$ cat config.mk
export PLATFORM = sky130hd
export DESIGN_NAME = len_splitter
export DESIGN_NICKNAME = d
export VERILOG_FILES = /design/src/rtl/lsplit_pkg.sv /design/src/rtl/lsplit_div.sv /design/src/rtl/lsplit_check.sv /design/src/rtl/len_splitter.sv
export SDC_FILE = /design/constraint.sdc
export NUM_CORES = 1
export LEC_CHECK = 0
export BUFFER_PORTS_ARGS = -buffer_cell sky130_fd_sc_hd__buf_4
export CORE_MARGIN = 3
export CORE_UTILIZATION = 28
export CTS_BUF_LIST = sky130_fd_sc_hd__clkbuf_8
export DETAILED_ROUTE_END_ITERATION = 10
export SETUP_SLACK_MARGIN = 0.05
export SKIP_CTS_REPAIR_TIMING = 1
export SYNTH_ARGS = -nofsm -noshare
export SYNTH_HDL_FRONTEND = slang
export SYNTH_SLANG_ARGS = --single-unit
export TNS_END_PERCENT = 1
$ cat constraint.sdc
create_clock -name clk -period 6.4 [get_ports clk]
set_input_delay 0 -clock clk [delete_from_list [all_inputs] [get_ports clk]]
set_output_delay 0 -clock clk [all_outputs]
set_load 0.02 [all_outputs]
$ cat src/rtl/lsplit_pkg.sv
// Package: shared types for the length splitter.
// Assumes: nothing beyond IEEE 1800-2017.
package lsplit_pkg;

    // Sequencer states of the splitter.
    typedef enum logic [2:0] {
        ST_IDLE,   // waiting for a command
        ST_PLAN,   // decide: emit remainder whole or divide
        ST_DCNT,   // divider computes the piece count
        ST_DLEN,   // divider computes the piece length
        ST_EMIT    // piece presented on the output stream
    } lsplit_state_e;

endpackage

$ cat src/rtl/lsplit_div.sv
// Module: serial restoring divider, one quotient bit per clock.
// Does: on start, loads dividend and divisor and, W cycles later, pulses
//       done with quotient and remainder valid from that cycle on.
// Assumes: divisor is non-zero when start is raised; start is taken at
//          any time and restarts the division.
module lsplit_div #(
    parameter int W = 20
) (
    input  logic         clk,
    input  logic         rst_n,
    input  logic         start,
    input  logic [W-1:0] dividend,
    input  logic [W-1:0] divisor,
    output logic         busy,
    output logic         done,
    output logic [W-1:0] quot,
    output logic [W-1:0] rem
);
    localparam int CW = $clog2(W + 1);

    logic [W-1:0]  q_r, r_r, b_r;
    logic [CW-1:0] cnt_r;
    logic [W:0]    wide;
    logic          ge;
    logic [W:0]    diff;

    // One trial subtraction of the shifted partial remainder.
    always_comb begin
        wide = {r_r, q_r[W-1]};
        diff = wide - {1'b0, b_r};
        ge   = (wide >= {1'b0, b_r});
    end

    // Iteration register: shift, subtract, count down.
    always_ff @(posedge clk) begin
        if (!rst_n) begin
            q_r   <= '0;
            r_r   <= '0;
            b_r   <= '0;
            cnt_r <= '0;
            busy  <= 1'b0;
            done  <= 1'b0;
        end else begin
            done <= 1'b0;
            if (start) begin
                q_r   <= dividend;
                r_r   <= '0;
                b_r   <= divisor;
                cnt_r <= CW'(W);
                busy  <= 1'b1;
            end else if (busy) begin
                q_r   <= {q_r[W-2:0], ge};
                r_r   <= ge ? diff[W-1:0] : wide[W-1:0];
                cnt_r <= cnt_r - 1'b1;
                if (cnt_r == CW'(1)) begin
                    busy <= 1'b0;
                    done <= 1'b1;
                end
            end
        end
    end

    assign quot = q_r;
    assign rem  = r_r;

    // a finished division leaves a remainder below the divisor.
    p_rem_below_divisor_r2: assert property (@(posedge clk) disable iff (!rst_n)
        done |-> (rem < b_r));

    // done is only raised when the iteration ends.
    p_done_ends_busy_r2: assert property (@(posedge clk) disable iff (!rst_n)
        done |-> !busy);

endmodule

$ cat src/rtl/lsplit_check.sv
// Module: command screen for the length splitter.
// Does: flags a command that must be rejected (misaligned start, empty
//       length, or a cyclic command that yields no whole period).
// Assumes: purely combinational; evaluated while the command is offered.
module lsplit_check #(
    parameter int LW = 20
) (
    input  logic [1:0]    addr_lo,
    input  logic [LW-1:0] len,
    input  logic          cyclic,
    input  logic [LW-1:0] period,
    output logic          bad_align,
    output logic          bad
);
    logic bad_len;

    // Decide whether the command can produce any piece.
    always_comb begin
        bad_align = (addr_lo != 2'b00);
        bad_len   = (len == '0) || (cyclic && ((period == '0) || (len < period)));
        bad       = bad_align || bad_len;
    end

endmodule

$ cat src/rtl/len_splitter.sv
// Module: DMA transfer length splitter (top).
// Does: accepts a segment (or a ring of equal periods) and streams out
//       pieces no longer than MAX_PIECE, sized as near-equal 4-byte
//       multiples, with period-end and last flags; rejects bad commands
//       with a one-cycle err_pulse.
// Assumes: LW >= 13 so MAX_PIECE fits; one command in flight at a time.
module len_splitter
    import lsplit_pkg::*;
#(
    parameter int AW        = 32,
    parameter int LW        = 20,
    parameter int MAX_PIECE = 8191
) (
    input  logic          clk,
    input  logic          rst_n,
    input  logic          cmd_valid,
    output logic          cmd_ready,
    input  logic [AW-1:0] cmd_addr,
    input  logic [LW-1:0] cmd_len,
    input  logic          cmd_cyclic,
    input  logic [LW-1:0] cmd_period,
    output logic          out_valid,
    input  logic          out_ready,
    output logic [AW-1:0] out_addr,
    output logic [LW-1:0] out_len,
    output logic          out_period_end,
    output logic          out_last,
    output logic          err_pulse
);
    localparam int            ALIGN_LIM = MAX_PIECE & ~3;
    localparam logic [LW-1:0] MAX_L     = LW'(MAX_PIECE);
    localparam logic [LW-1:0] LIM_L     = LW'(ALIGN_LIM);

    lsplit_state_e state;
    logic [AW-1:0] cur_addr;
    logic [LW-1:0] tot_rem, seg_rem, per, piece;
    logic          cyc;
    logic          err_q;

    logic          cmd_bad, cmd_bad_align;
    logic          div_start, div_busy, div_done;
    logic [LW-1:0] div_a, div_b, div_q, div_r;
    logic [LW-1:0] cnt_up, tot_next;
    logic          seg_end, period_more;

    lsplit_check #(.LW(LW)) u_check (
        .addr_lo   (cmd_addr[1:0]),
        .len       (cmd_len),
        .cyclic    (cmd_cyclic),
        .period    (cmd_period),
        .bad_align (cmd_bad_align),
        .bad       (cmd_bad)
    );

    lsplit_div #(.W(LW)) u_div (
        .clk      (clk),
        .rst_n    (rst_n),
        .start    (div_start),
        .dividend (div_a),
        .divisor  (div_b),
        .busy     (div_busy),
        .done     (div_done),
        .quot     (div_q),
        .rem      (div_r)
    );

    // Piece count rounded up, and where the ring stands after this period.
    always_comb begin
        cnt_up      = div_q + LW'(div_r != '0);
        tot_next    = tot_rem - per;
        seg_end     = (piece == seg_rem);
        period_more = cyc && (tot_next >= per);
    end

    // Divider launch: count first, then length using that count.
    always_comb begin
        div_start = 1'b0;
        div_a     = seg_rem;
        div_b     = LIM_L;
        if (state == ST_PLAN && seg_rem > MAX_L) begin
            div_start = 1'b1;
        end else if (state == ST_DCNT && div_done) begin
            div_start = 1'b1;
            div_b     = cnt_up;
        end
    end

    // Sequencer: accept, plan, divide, emit, advance.
    always_ff @(posedge clk) begin
        if (!rst_n) begin
            state    <= ST_IDLE;
            cur_addr <= '0;
            tot_rem  <= '0;
            seg_rem  <= '0;
            per      <= '0;
            piece    <= '0;
            cyc      <= 1'b0;
            err_q    <= 1'b0;
        end else begin
            err_q <= 1'b0;
            case (state)
                ST_IDLE: begin
                    if (cmd_valid) begin
                        if (cmd_bad) begin
                            err_q <= 1'b1;
                        end else begin
                            cur_addr <= cmd_addr;
                            tot_rem  <= cmd_len;
                            per      <= cmd_period;
                            cyc      <= cmd_cyclic;
                            seg_rem  <= cmd_cyclic ? cmd_period : cmd_len;
                            state    <= ST_PLAN;
                        end
                    end
                end
                ST_PLAN: begin
                    if (seg_rem <= MAX_L) begin
                        piece <= seg_rem;
                        state <= ST_EMIT;
                    end else begin
                        state <= ST_DCNT;
                    end
                end
                ST_DCNT: begin
                    if (div_done) state <= ST_DLEN;
                end
                ST_DLEN: begin
                    if (div_done) begin
                        piece <= {div_q[LW-1:2], 2'b00};
                        state <= ST_EMIT;
                    end
                end
                ST_EMIT: begin
                    if (out_ready) begin
                        cur_addr <= cur_addr + AW'(piece);
                        if (!seg_end) begin
                            seg_rem <= seg_rem - piece;
                            state   <= ST_PLAN;
                        end else if (period_more) begin
                            tot_rem <= tot_next;
                            seg_rem <= per;
                            state   <= ST_PLAN;
                        end else begin
                            err_q <= cyc && (tot_next != '0);
                            state <= ST_IDLE;
                        end
                    end
                end
                default: state <= ST_IDLE;
            endcase
        end
    end

    assign cmd_ready      = (state == ST_IDLE);
    assign out_valid      = (state == ST_EMIT);
    assign out_addr       = cur_addr;
    assign out_len        = piece;
    assign out_period_end = cyc && seg_end;
    assign out_last       = seg_end && !period_more;
    assign err_pulse      = err_q;

    // every presented piece is non-empty and within the slot limit.
    p_piece_in_limit_r1: assert property (@(posedge clk) disable iff (!rst_n)
        out_valid |-> (out_len <= MAX_L) && (out_len != '0));

    // pieces that close nothing are 4-byte multiples.
    p_inner_aligned_r2: assert property (@(posedge clk) disable iff (!rst_n)
        (out_valid && !out_last && !out_period_end) |-> (out_len[1:0] == 2'b00));

    // a rejected command never leaves a piece behind it.
    p_reject_quiet_r4: assert property (@(posedge clk) disable iff (!rst_n)
        (cmd_valid && cmd_ready && cmd_bad_align) |=> (!out_valid && err_pulse));

    // in cyclic mode the final piece also closes a period.
    p_cyc_last_closes_r6: assert property (@(posedge clk) disable iff (!rst_n)
        (out_valid && out_last && cyc) |-> out_period_end);

    // the command port is shut while the divider works.
    p_busy_closed_r9: assert property (@(posedge clk) disable iff (!rst_n)
        div_busy |-> !cmd_ready);

    // a stalled piece is held unchanged.
    p_hold_on_stall_r10: assert property (@(posedge clk) disable iff (!rst_n)
        (out_valid && !out_ready) |=> (out_valid && $stable(out_addr) && $stable(out_len)));

endmodule

==> results_dict.tcl <==
set metrics [dict create \
    status "finished, final reports clean" \
    dpl.hpwl_um 33450 \
    dp.cells 2476 \
    grt-ovfl-total 0 \
    netlist_area_mm2 0.01374 \
    timing.fmax_mhz 172.1 \
    routedWlPerCell_um 17.54 \
    synthToLayoutAreaGrowth_pct 19.82 \
    finClkSkew_ns 0.01910 \
    avgViaCountPerCell 5.303 \
    yosysWarnings 0 \
    synth_top_area_share_pct 26.80 \
    cts_max_level 4 \
    stdcell_count 2584 \
    combPwrFrac_pct 41.0 \
    synth_cell_types 80 \
    synth_edf_count 0 \
    syn_nets 1969 \
    p_leak_nw 6.682 \
    setup.worst_path.start "per[0]" \
    nets 2116 \
    synthCells 1767 \
    path_clk_slew_ns 0.11 \
    die_h_um 227.6 \
    die_w_um 227.6 \
    rows 80 \
    core_area_mm2 0.04815 \
    drc 0 \
    power_mw 3.534 \
    stdcell_area_mm2 0.01647 \
    clock-sinks 184 \
    postPlaceCellArea_mm2 0.01533 \
    period_share_pct 90.82 \
    setup_violations 0 \
    synth_seq_area_share_pct 26.80 \
    fin_crit_ns 5.812 \
    end_kind "flip-flop" \
    fin_hold_ws_ns 0.04747 \
    switchingPower_mw 1.389 \
    maxCapViolCount 0 \
    final.fill_count 5075 \
    powerDensity_mw_per_mm2 214.6 \
    cts_made_buffers 17 \
    hold_path.class "input port to flip-flop" \
    drv_slew 0 \
    wl_um 45330 \
    drive_gt1_share_pct 10.90 \
    grt_pass1_wl_um 69060 \
    synthTopCellsByArea "dfxtp_1 (27%), ha_1 (11%), mux2i_1 (7.2%), nor2_1 (5.2%), a21oi_1 (4.8%)" \
    hold_violations 0 \
    vdd_ir_drop_max_mv 0.1095 \
    grt_usage_pct 16.83 \
    numPortBuffers 133 \
    synth_flop_cell "dfxtp_1" \
    ant_nets 0 \
    antenna_found_initial 1 \
    hold_path_startpoint "cmd_cyclic" \
    async_flop_share_pct 0 \
    vias 13700 \
    power_frac_clock_pct 23.3 \
    rsz0062_at_grt "false" \
    start_util_pct 28.55 \
    max-clock-path-buffers 2 \
    start_kind "flip-flop" \
    first_pass_iters 5 \
    timing.rr.start "per[0]" \
    dieArea_mm2 0.05178 \
    worstPathArrival_ns 6.20 \
    max_slew_margin_pct 29.91 \
    seq_power_share_pct 35.6 \
    grt_pass1_vias 12610 \
    gp_congestion 0.9076 \
    crit_type "flip-flop to flip-flop" \
    required_ns 6.79 \
    drtIter0Drc 1020 \
    pin_count 134 \
    synth_area_leader_cell "dfxtp_1" \
    tns_ns 0 \
    syn_avg_cell_area_um2 7.778 \
    tritoncts "built" \
    ys_ff_latch 184 \
    p_sw_share_pct 39.29 \
    cp_max_fo 37 \
    grt_max_degree 95 \
    p_int_mw 2.146 \
    clock_latency_ns 0.50 \
    worstMarginPinSlew_ns 1.049 \
    root_buffer "clkbuf_8" \
]
## state kept, by name, summed over array words and instances (netlist names)
register / cells
out_len: 20
div_a: 20
state: 3
u_div.cnt_r: 5
cyc: 1
u_div.rem: 20
err_pulse: 1
out_addr: 32
u_div.b_r: 20
u_div.quot: 20
u_div.busy: 1
tot_rem: 20
u_div.done: 1
per: 20
## area by class of cell
| class | instances | area, um^2 | area share, % |
|---|---|---|---|
| Clock inverter | 15 | 152.6 | 0.9269 |
| Clock buffer | 17 | 234.0 | 1.421 |
| Multi-Input combinational cell | 1380 | 9311 | 56.54 |
| Timing Repair Buffer | 221 | 1847 | 11.21 |
| Inverter | 110 | 415.4 | 2.522 |
| Sequential cell | 184 | 3685 | 22.37 |
| Tap cell | 656 | 820.8 | 4.984 |
| Antenna cell | 1 | 2.502 | 0.01520 |
## worst max-delay path, stage by stage (launching register included)
cell	delay, ns
dfxtp_1	0.44
ha_1	0.22
inv_1	0.06
fa_1	0.42
a211oi_1	0.25
nor2_1	0.11
o41a_1	0.46
a31oi_1	0.29
o221ai_1	0.15
a21oi_1	0.20
xnor2_1	0.14
ha_1	0.32
nand4_1	0.10
or2_2	0.32
o31ai_1	0.29
nor2_1	0.11
o21a_1	0.22
nor2_4	0.68
o211ai_1	0.21
o211a_1	0.17
dlygate4sd3_1	0.55
## power by group through the flow
stage | Sequential (mW) | Combinational, mW | Clock (mW)
3_3_place_gp | 1.28 | 1.37 | 0
5_1_grt | 1.27 | 1.60 | 0.885
2_1_floorplan | 1.28 | 0.992 | 0
6_report | 1.26 | 1.45 | 0.825
3_5_place_dp | 1.28 | 1.39 | 0
4_1_cts | 1.26 | 1.40 | 0.845
## metal layers
| metal | track usage, % | routed length, um | vias to the layer above |
|---|---|---|---|
| met3 | 2.424 | 2039 | 68 |
| li1 | - | - | 6723 |
| met5 | 0 | 0 | - |
| met1 | 22.23 | 20550 | 6535 |
| met2 | 27.90 | 21320 | 376 |
| met4 | 6.255 | 1417 | 0 |
## synth_stat cells, types with 5 or more instances
master       n
a211oi_1    68
a21o_1      30
a21oi_1    133
a221oi_1    10
a311oi_1    19
a31oi_1     13
a32o_1       5
and2_1       8
and3_1      26
buf_2       15
clkbuf_1    72
dfxtp_1    184
ha_1       121
inv_1      108
mux2i_1     99
nand2_1    149
nand2b_1    17
nand3_1     49
nand4_1     17
nor2_1     192
nor2b_1     18
nor3_1      35
nor4_1      24
nor4b_1      5
o2111ai_1    5
o211ai_1    22
o21a_1      19
o21ai_0     97
o21bai_1     5
o22ai_1     17
o31a_1       5
o31ai_1      8
or2_2        9
or4_1        5
xnor2_1     44
xor2_1      29
## worst paths after layout
check / to / slack, ns / depth (start not counted)
hold / removal: cyc / 0.05 / 3
hold reg to reg: u_div.b_r[9] / 0.49 / 2
setup reg to reg: tot_rem[12] / 0.59 / 20
setup / recovery: tot_rem[12] / 0.59 / 20
## logic make-up (layout without fill, tap and decap cells)
logic type / count (synthesis) / count (layout) / share of synthesized area (%)
other: 0 / 1 / 0
XOR/XNOR: 73 / 73 / 4.652
AND/OR/NAND/NOR: 577 / 577 / 19.82
adder cells (fa/ha/maj): 125 / 125 / 11.60
AO/OA/AOI/OAI: 504 / 504 / 23.97
flip-flops: 184 / 184 / 26.80
multiplexers: 101 / 101 / 7.374
buffers and inverters: 203 / 363 / 5.790
## layout by cell type, fill, tap and decap left out, types with 5 or more instances in the layout
master,netlist,layout
o21a_1,19,19
a211oi_1,68,67
inv_1,108,109
a32o_1,5,5
a221oi_1,10,10
o21ai_0,97,97
nand2b_1,17,17
xnor2_1,44,44
a21oi_1,133,131
ha_1,121,121
nand2_1,149,148
a31oi_1,13,13
nor2b_1,18,18
o31ai_1,8,8
dlygate4sd3_1,0,75
buf_4,2,146
o31a_1,5,5
o211ai_1,22,22
mux2i_1,99,99
o21bai_1,5,5
a21o_1,30,30
o22ai_1,17,17
dfxtp_1,184,183
clkbuf_8,0,17
nand4_1,17,17
or4_1,5,5
a311oi_1,19,19
xor2_1,29,29
or2_2,9,9
and2_1,8,8
nor2_1,192,192
nor4b_1,5,5
o2111ai_1,5,5
and3_1,26,26
nor3_1,35,35
nand3_1,49,49
nor4_1,24,23
## stage by stage
step / setup WS, ns / util (%)
floorplan: 1.879 / -
finish: 0.5878 / 34.20
global route: 0.1661 / 34.20
CTS: 1.210 / 32.64
detailed placement: 1.239 / 31.84
global placement: 1.324 / 31.84
(Power assumes the default switching activity.)
